<file path="src/rtl/serport_pkg.sv">
package serport_pkg;
  localparam int REG_N      = 7;
  localparam int REG_W      = 32;
  localparam int IDX_STAT   = 0;
  localparam int IDX_DATA   = 1;
  localparam int IDX_BAUD   = 2;
  localparam int IDX_CTL1   = 3;
  localparam int IDX_CTL2   = 4;
  localparam int IDX_CTL3   = 5;
  localparam int IDX_GUARD  = 6;
  localparam int PLAIN_BASE = IDX_BAUD;
  localparam int PLAIN_N    = REG_N - PLAIN_BASE;

  localparam int BIT_RXNE = 5;
  localparam int BIT_TC   = 6;
  localparam int BIT_TXE  = 7;
  localparam int BIT_RXEN = 2;
  localparam int BIT_RXIE = 5;
  localparam int BIT_PEN  = 13;

  localparam logic [REG_W-1:0] STAT_RST       = 32'h0000_00C0;
  localparam logic [REG_W-1:0] STAT_SMALL_MAX = 32'h0000_03FF;
  localparam logic [REG_W-1:0] TX_LIMIT       = 32'h0000_F000;
  localparam logic [REG_W-1:0] DATA_RD_MASK   = 32'h0000_03FF;

  typedef struct packed {
    logic pen;
    logic rxen;
    logic rxie;
  } rx_ctl_t;
endpackage

</file>
<file path="src/rtl/serport_decode.sv">
module serport_decode #(
  parameter int ADDR_W = 13,
  parameter int REG_N  = 7
) (
  input  logic [ADDR_W-1:0] addr,
  output logic [REG_N-1:0]  sel
);
  localparam int WORD_W = ADDR_W - 2;

  logic [WORD_W-1:0] word;
  logic              aligned;

  assign word    = addr[ADDR_W-1:2];
  assign aligned = (addr[1:0] == 2'b00);

  generate
    for (genvar k = 0; k < REG_N; k++) begin : g_sel
      assign sel[k] = aligned && (word == WORD_W'(k));
    end
  endgenerate
endmodule

</file>
<file path="src/rtl/serport_plain.sv">
module serport_plain #(
  parameter int N = 5,
  parameter int W = 32
) (
  input  logic                clk,
  input  logic                rst,
  input  logic [N-1:0]        we,
  input  logic [W-1:0]        wdata,
  output logic [N-1:0][W-1:0] q
);
  generate
    for (genvar k = 0; k < N; k++) begin : g_reg
      logic [W-1:0] r;
      always_ff @(posedge clk) begin
        if (rst)        r <= '0;
        else if (we[k]) r <= wdata;
      end
      assign q[k] = r;
    end
  endgenerate
endmodule

</file>
<file path="src/rtl/serport_flags.sv">
module serport_flags
  import serport_pkg::*;
#(
  parameter int RX_W = 8,
  parameter int TX_W = 8
) (
  input  logic             clk,
  input  logic             rst,
  input  logic             wr_en,
  input  logic             rd_en,
  input  logic             sel_stat,
  input  logic             sel_data,
  input  logic             sel_ctl1,
  input  logic [REG_W-1:0] wdata,
  input  rx_ctl_t          ctl,
  input  logic             rx_valid,
  input  logic [RX_W-1:0]  rx_data,
  output logic             rx_ready,
  output logic [REG_W-1:0] stat_q,
  output logic [RX_W-1:0]  data_q,
  output logic             irq,
  output logic             tx_strobe,
  output logic [TX_W-1:0]  tx_byte
);
  logic [REG_W-1:0] stat_n;
  logic [RX_W-1:0]  data_n;
  logic             irq_n;
  logic             tx_strobe_n;
  logic [TX_W-1:0]  tx_byte_n;
  logic             rx_acc;
  logic             rx_on;

  assign rx_ready = !stat_q[BIT_RXNE];
  assign rx_acc   = rx_valid && rx_ready;
  assign rx_on    = ctl.pen && ctl.rxen;

  always_comb begin
    stat_n      = stat_q;
    data_n      = data_q;
    irq_n       = irq;
    tx_strobe_n = 1'b0;
    tx_byte_n   = tx_byte;

    // status write: small values replace with transmit-empty kept, large ones mask
    if (wr_en && sel_stat) begin
      if (wdata <= STAT_SMALL_MAX) stat_n = wdata | (REG_W'(1) << BIT_TXE);
      else                         stat_n = stat_q & wdata;
      if (!stat_n[BIT_RXNE]) irq_n = 1'b0;
    end

    // data write below the limit transmits at once
    if (wr_en && sel_data && (wdata < TX_LIMIT)) begin
      stat_n[BIT_TC] = 1'b1;
      tx_strobe_n    = 1'b1;
      tx_byte_n      = wdata[TX_W-1:0];
    end

    // data read consumes the waiting byte
    if (rd_en && sel_data) begin
      stat_n[BIT_RXNE] = 1'b0;
      irq_n            = 1'b0;
    end

    // enabling the receive interrupt with a byte already waiting
    if (wr_en && sel_ctl1 && wdata[BIT_RXIE] && stat_q[BIT_RXNE])
      irq_n = 1'b1;

    // reception is applied last so it wins over same-cycle clears
    if (rx_acc) begin
      data_n = rx_data;
      if (rx_on) begin
        stat_n[BIT_RXNE] = 1'b1;
        if (ctl.rxie) irq_n = 1'b1;
      end
    end
  end

  always_ff @(posedge clk) begin
    if (rst) begin
      stat_q    <= STAT_RST;
      data_q    <= '0;
      irq       <= 1'b0;
      tx_strobe <= 1'b0;
      tx_byte   <= '0;
    end else begin
      stat_q    <= stat_n;
      data_q    <= data_n;
      irq       <= irq_n;
      tx_strobe <= tx_strobe_n;
      tx_byte   <= tx_byte_n;
    end
  end
endmodule

</file>
<file path="src/rtl/serport_regs.sv">
module serport_regs
  import serport_pkg::*;
#(
  parameter int ADDR_W = 13,
  parameter int RX_W   = 8,
  parameter int TX_W   = 8
) (
  input  logic              clk,
  input  logic              rst,
  input  logic [ADDR_W-1:0] bus_addr,
  input  logic              bus_wr_en,
  input  logic              bus_rd_en,
  input  logic [31:0]       bus_wdata,
  output logic [31:0]       bus_rdata,
  output logic              bus_rvalid,
  input  logic              rx_valid,
  input  logic [RX_W-1:0]   rx_data,
  output logic              rx_ready,
  output logic              tx_strobe,
  output logic [TX_W-1:0]   tx_byte,
  output logic              irq
);
  logic [REG_N-1:0]              sel;
  logic [PLAIN_N-1:0]            plain_we;
  logic [PLAIN_N-1:0][REG_W-1:0] plain_q;
  logic [REG_W-1:0]              stat_q;
  logic [RX_W-1:0]               data_q;
  logic [REG_W-1:0]              ctl1_q;
  logic [REG_W-1:0]              rd_mux;
  rx_ctl_t                       ctl;

  serport_decode #(.ADDR_W(ADDR_W), .REG_N(REG_N)) u_dec (
    .addr (bus_addr),
    .sel  (sel)
  );

  generate
    for (genvar k = 0; k < PLAIN_N; k++) begin : g_we
      assign plain_we[k] = bus_wr_en && sel[PLAIN_BASE + k];
    end
  endgenerate

  serport_plain #(.N(PLAIN_N), .W(REG_W)) u_plain (
    .clk   (clk),
    .rst   (rst),
    .we    (plain_we),
    .wdata (bus_wdata),
    .q     (plain_q)
  );

  assign ctl1_q   = plain_q[IDX_CTL1 - PLAIN_BASE];
  assign ctl.pen  = ctl1_q[BIT_PEN];
  assign ctl.rxen = ctl1_q[BIT_RXEN];
  assign ctl.rxie = ctl1_q[BIT_RXIE];

  serport_flags #(.RX_W(RX_W), .TX_W(TX_W)) u_flags (
    .clk       (clk),
    .rst       (rst),
    .wr_en     (bus_wr_en),
    .rd_en     (bus_rd_en),
    .sel_stat  (sel[IDX_STAT]),
    .sel_data  (sel[IDX_DATA]),
    .sel_ctl1  (sel[IDX_CTL1]),
    .wdata     (bus_wdata),
    .ctl       (ctl),
    .rx_valid  (rx_valid),
    .rx_data   (rx_data),
    .rx_ready  (rx_ready),
    .stat_q    (stat_q),
    .data_q    (data_q),
    .irq       (irq),
    .tx_strobe (tx_strobe),
    .tx_byte   (tx_byte)
  );

  always_comb begin
    rd_mux = '0;
    if (sel[IDX_STAT]) rd_mux = stat_q;
    if (sel[IDX_DATA]) rd_mux = REG_W'(data_q) & DATA_RD_MASK;
    for (int k = 0; k < PLAIN_N; k++) begin
      if (sel[PLAIN_BASE + k]) rd_mux = plain_q[k];
    end
  end

  always_ff @(posedge clk) begin
    if (rst) begin
      bus_rdata  <= '0;
      bus_rvalid <= 1'b0;
    end else begin
      bus_rvalid <= bus_rd_en;
      if (bus_rd_en) bus_rdata <= rd_mux;
    end
  end
endmodule

</file>
<file path="config.mk">
export PLATFORM = sky130hd
export DESIGN_NAME = serport_regs
export DESIGN_NICKNAME = d
export VERILOG_FILES = /design/src/rtl/serport_pkg.sv /design/src/rtl/serport_decode.sv /design/src/rtl/serport_plain.sv /design/src/rtl/serport_flags.sv /design/src/rtl/serport_regs.sv
export SDC_FILE = /design/constraint.sdc
export NUM_CORES = 1
export LEC_CHECK = 0
export BUFFER_PORTS_ARGS = -buffer_cell sky130_fd_sc_hd__buf_2
export CELL_PAD_IN_SITES_DETAIL_PLACEMENT = 0
export CELL_PAD_IN_SITES_GLOBAL_PLACEMENT = 2
export CORE_ASPECT_RATIO = 1.1
export CORE_UTILIZATION = 42
export DETAILED_ROUTE_END_ITERATION = 16
export PLACE_DENSITY = 0.82
export SYNTH_ARGS = -nofsm -noshare
export SYNTH_HDL_FRONTEND = slang
export SYNTH_HIERARCHICAL = 1
export SYNTH_SLANG_ARGS = --single-unit
</file>
<file path="constraint.sdc">
create_clock -name clk -period 4.9 [get_ports clk]
set_clock_uncertainty 0.2 [all_clocks]
set_input_delay 0.735 -clock clk [delete_from_list [all_inputs] [get_ports clk]]
set_output_delay 0.735 -clock clk [all_outputs]
set_load 0.03 [all_outputs]
</file>
==> out/metrics.csv <==
metric,value,unit
status,completed,
yosys.area.top_type,dfxtp_1,
routedWlPerCell,19.5,µm
grt_pass1_wl,46.3,mm
route.detailed.drc,0,
drtIter0Drc,476,
worstPathCellList,buf_2 -> or4_1 -> nor4_1 -> nor3b_4 -> buf_4 -> a221o_2 -> o2111ai_1 -> a311oi_1,
dpl.hpwl,17.7,mm
hold_class,in2reg,
vias,8255,
grt_pass1_vias,8143,
critPathMaxFanout,24,
die_h,172,µm
antenna_found_initial,1,
drive_above_1_share,0.234,
diodes,0,
cp.arrival,3.62,ns
port_buffers,101,
final.min_clock_period,3.40,ns
cap_violations,0,
avgSynthCellArea,10.4,µm²
critPathSlowestCell,nor4_1,
cts_setup_buffers,0,
synth_top_area_frac,0.439,
synth_edf_count,0,
fin_tns_setup,0,ns
syn_area,0.0111,mm²
slew_violations,0,
synth_fp_nets,1129,
nets,1185,
cts_resized,0,
ys_seq_area_frac,0.439,
cp_top_family,simple AND/OR/NAND/NOR gates,
clkTransAtPathRegs,0.06,ns
start_util,0.427,
layout_setup_ws,1.50,ns
tightest_slew,1.14,ns
yosys-top-cells-area,"dfxtp_1, mux2i_1, nor2_1",
ys_warn_count,6,
core_area,0.0260,mm²
wl,29.2,mm
place_ws,0.867,ns
synthArstFlopShare,0,
place.gp.congestion,0.745,
cts_tree,yes,
clockBufferDepth,3,
setup.worst_path.end_class,flop,
viasPerCell,5.51,
final-setup-viol-count,0,
slew_headroom,0.242,
grt_use_total,0.219,
antenna_left,0,
ys.flop_type,dfxtp_1,
cp_num_buf_inv,2,
numCtsBuffers,26,
cts_root_buf,clkbuf_16,
ys_seq_elements,243,
hold_viol_final,0,
cpPeakStageDelay,0.81,ns
rows,62,
grt_max_degree,155,
cts.sinks,243,
rsz0062_at_grt,no,
synth_cell_types,60,
fp.dieW,157,µm
synth_cells,1071,
drtPass1Iterations,7,
whs,0.245,ns
htree_levels,1,
period_share,0.694,
p_leak,4.14,nW
crit_type,in2reg,
cp-start-kind,input port,
hold_buffers,0,
ir_drop,0.234,mV
cp.required,5.12,ns
timing.fmax,294,MHz
die_area,0.0271,mm²
clk_latency,0.52,ns
gr-total-overflow,0,
pin_count,102,
power_density,337,mW/mm²
syn2layout_area_growth,10.2,%
[through the flow]
stage           util  instance area, µm²  total power (W)  instances
5_1_grt        0.470               12200          0.00428       1498
3_5_place_dp   0.437               11400          0.00222       1451
2_1_floorplan      -               11100          0.00214       1071
6_report       0.470               12200          0.00412       1498
4_1_cts        0.470               12200          0.00418       1498
3_3_place_gp   0.437               11400          0.00222       1451
[worst paths after layout]
kind / startpoint / end / slack (ns) / cells past startpoint
worst max-delay path: bus_addr[8] / bus_rdata[13] / 1.50 / 8
worst min-delay path: rx_data[3] / u_flags/data_q[3] / 0.25 / 3
worst max register to register: u_flags/stat_q[5] / u_flags/irq / 2.93 / 4
worst min register to register: u_flags/data_q[0] / u_flags/data_q[0] / 0.27 / 2
[worst register-to-register path, cell delays in order, from the launching register on]
cell and delay, ns:
dfxtp_1 0.37, nor2b_1 0.61, nand3_1 0.32, o221ai_1 0.27
o21ba_1 0.15
[sequential cells by signal (all words and copies together) (netlist names)]
register           flops
u_flags/tx_byte        8
bus_rdata             32
bus_rvalid             1
u_flags/stat_q        32
u_plain/g.r          160
u_flags/irq            1
u_flags/tx_strobe      1
u_flags/data_q         8
[layer usage]
metal,routed length (µm),GRT usage,vias up
li1,-,-,3970
met1,13500,0.288,4057
met2,14100,0.375,186
met3,1040,0.0276,40
met4,613,0.0644,2
met5,13,0,-
[cells in the mapped netlist (3+ instances only)]
library cell	count
and2_1	5
nand2_1	22
or2b_2	9
o21ai_0	3
a221o_2	10
buf_4	5
a221oi_1	16
inv_1	4
nand2b_1	30
clkbuf_8	9
clkbuf_1	24
nor2_1	216
o21ai_1	8
buf_2	11
nor3_2	29
nand3_1	3
o2111ai_1	24
buf_12	19
o32a_1	8
a221o_1	14
a31oi_1	8
nor4_2	4
or4_1	3
a311oi_1	23
buf_1	3
a21oi_2	29
dfxtp_1	243
buf_6	23
a22oi_1	23
o221ai_1	9
nor4_1	7
a21oi_1	9
mux2i_1	168
nor2b_1	19
[final cells by class]
class	count	area, µm²
Multi-Input combinational cell	727	5270
Clock buffer	39	791
Fill cell	2512	13800
Sequential cell	243	4860
Timing Repair Buffer	124	762
Clock inverter	8	65.1
Inverter	5	18.8
Tap cell	352	440
[cell usage in the layout (no fill, tap or decap), drive strengths merged, types with 2 or more instances in the layout]
cell type / Yosys / final
and3b: 2 / 2
or4b: 2 / 2
clkinv: 1 / 8
a221o: 24 / 24
nor3: 31 / 31
a221oi: 16 / 16
o32a: 8 / 8
o21ai: 11 / 11
a22oi: 23 / 23
nand2b: 30 / 30
and2: 5 / 5
nand4: 3 / 3
clkbuf: 35 / 40
o221ai: 9 / 9
or4: 3 / 3
dfxtp: 243 / 243
nand3: 3 / 3
nor2b: 19 / 19
a31oi: 9 / 9
nand2: 23 / 23
nor2: 218 / 218
buf: 61 / 123
a21oi: 38 / 38
o2111ai: 24 / 24
nor4: 12 / 12
and2b: 2 / 2
a311oi: 24 / 24
mux2i: 168 / 168
or2b: 11 / 11
inv: 4 / 4
[cells by family after synthesis]
logic type | synth area share
simple gates | 0.175
flops | 0.439
compound gates | 0.145
mux | 0.152
buf+inv | 0.0889
[where the power goes]
group / switching (W) / internal, W
combinational: 0.000128 / 0.0000468
sequential: 0.00000831 / 0.00199
clock: 0.000788 / 0.00116
Power figures use the tool's default switching activity.
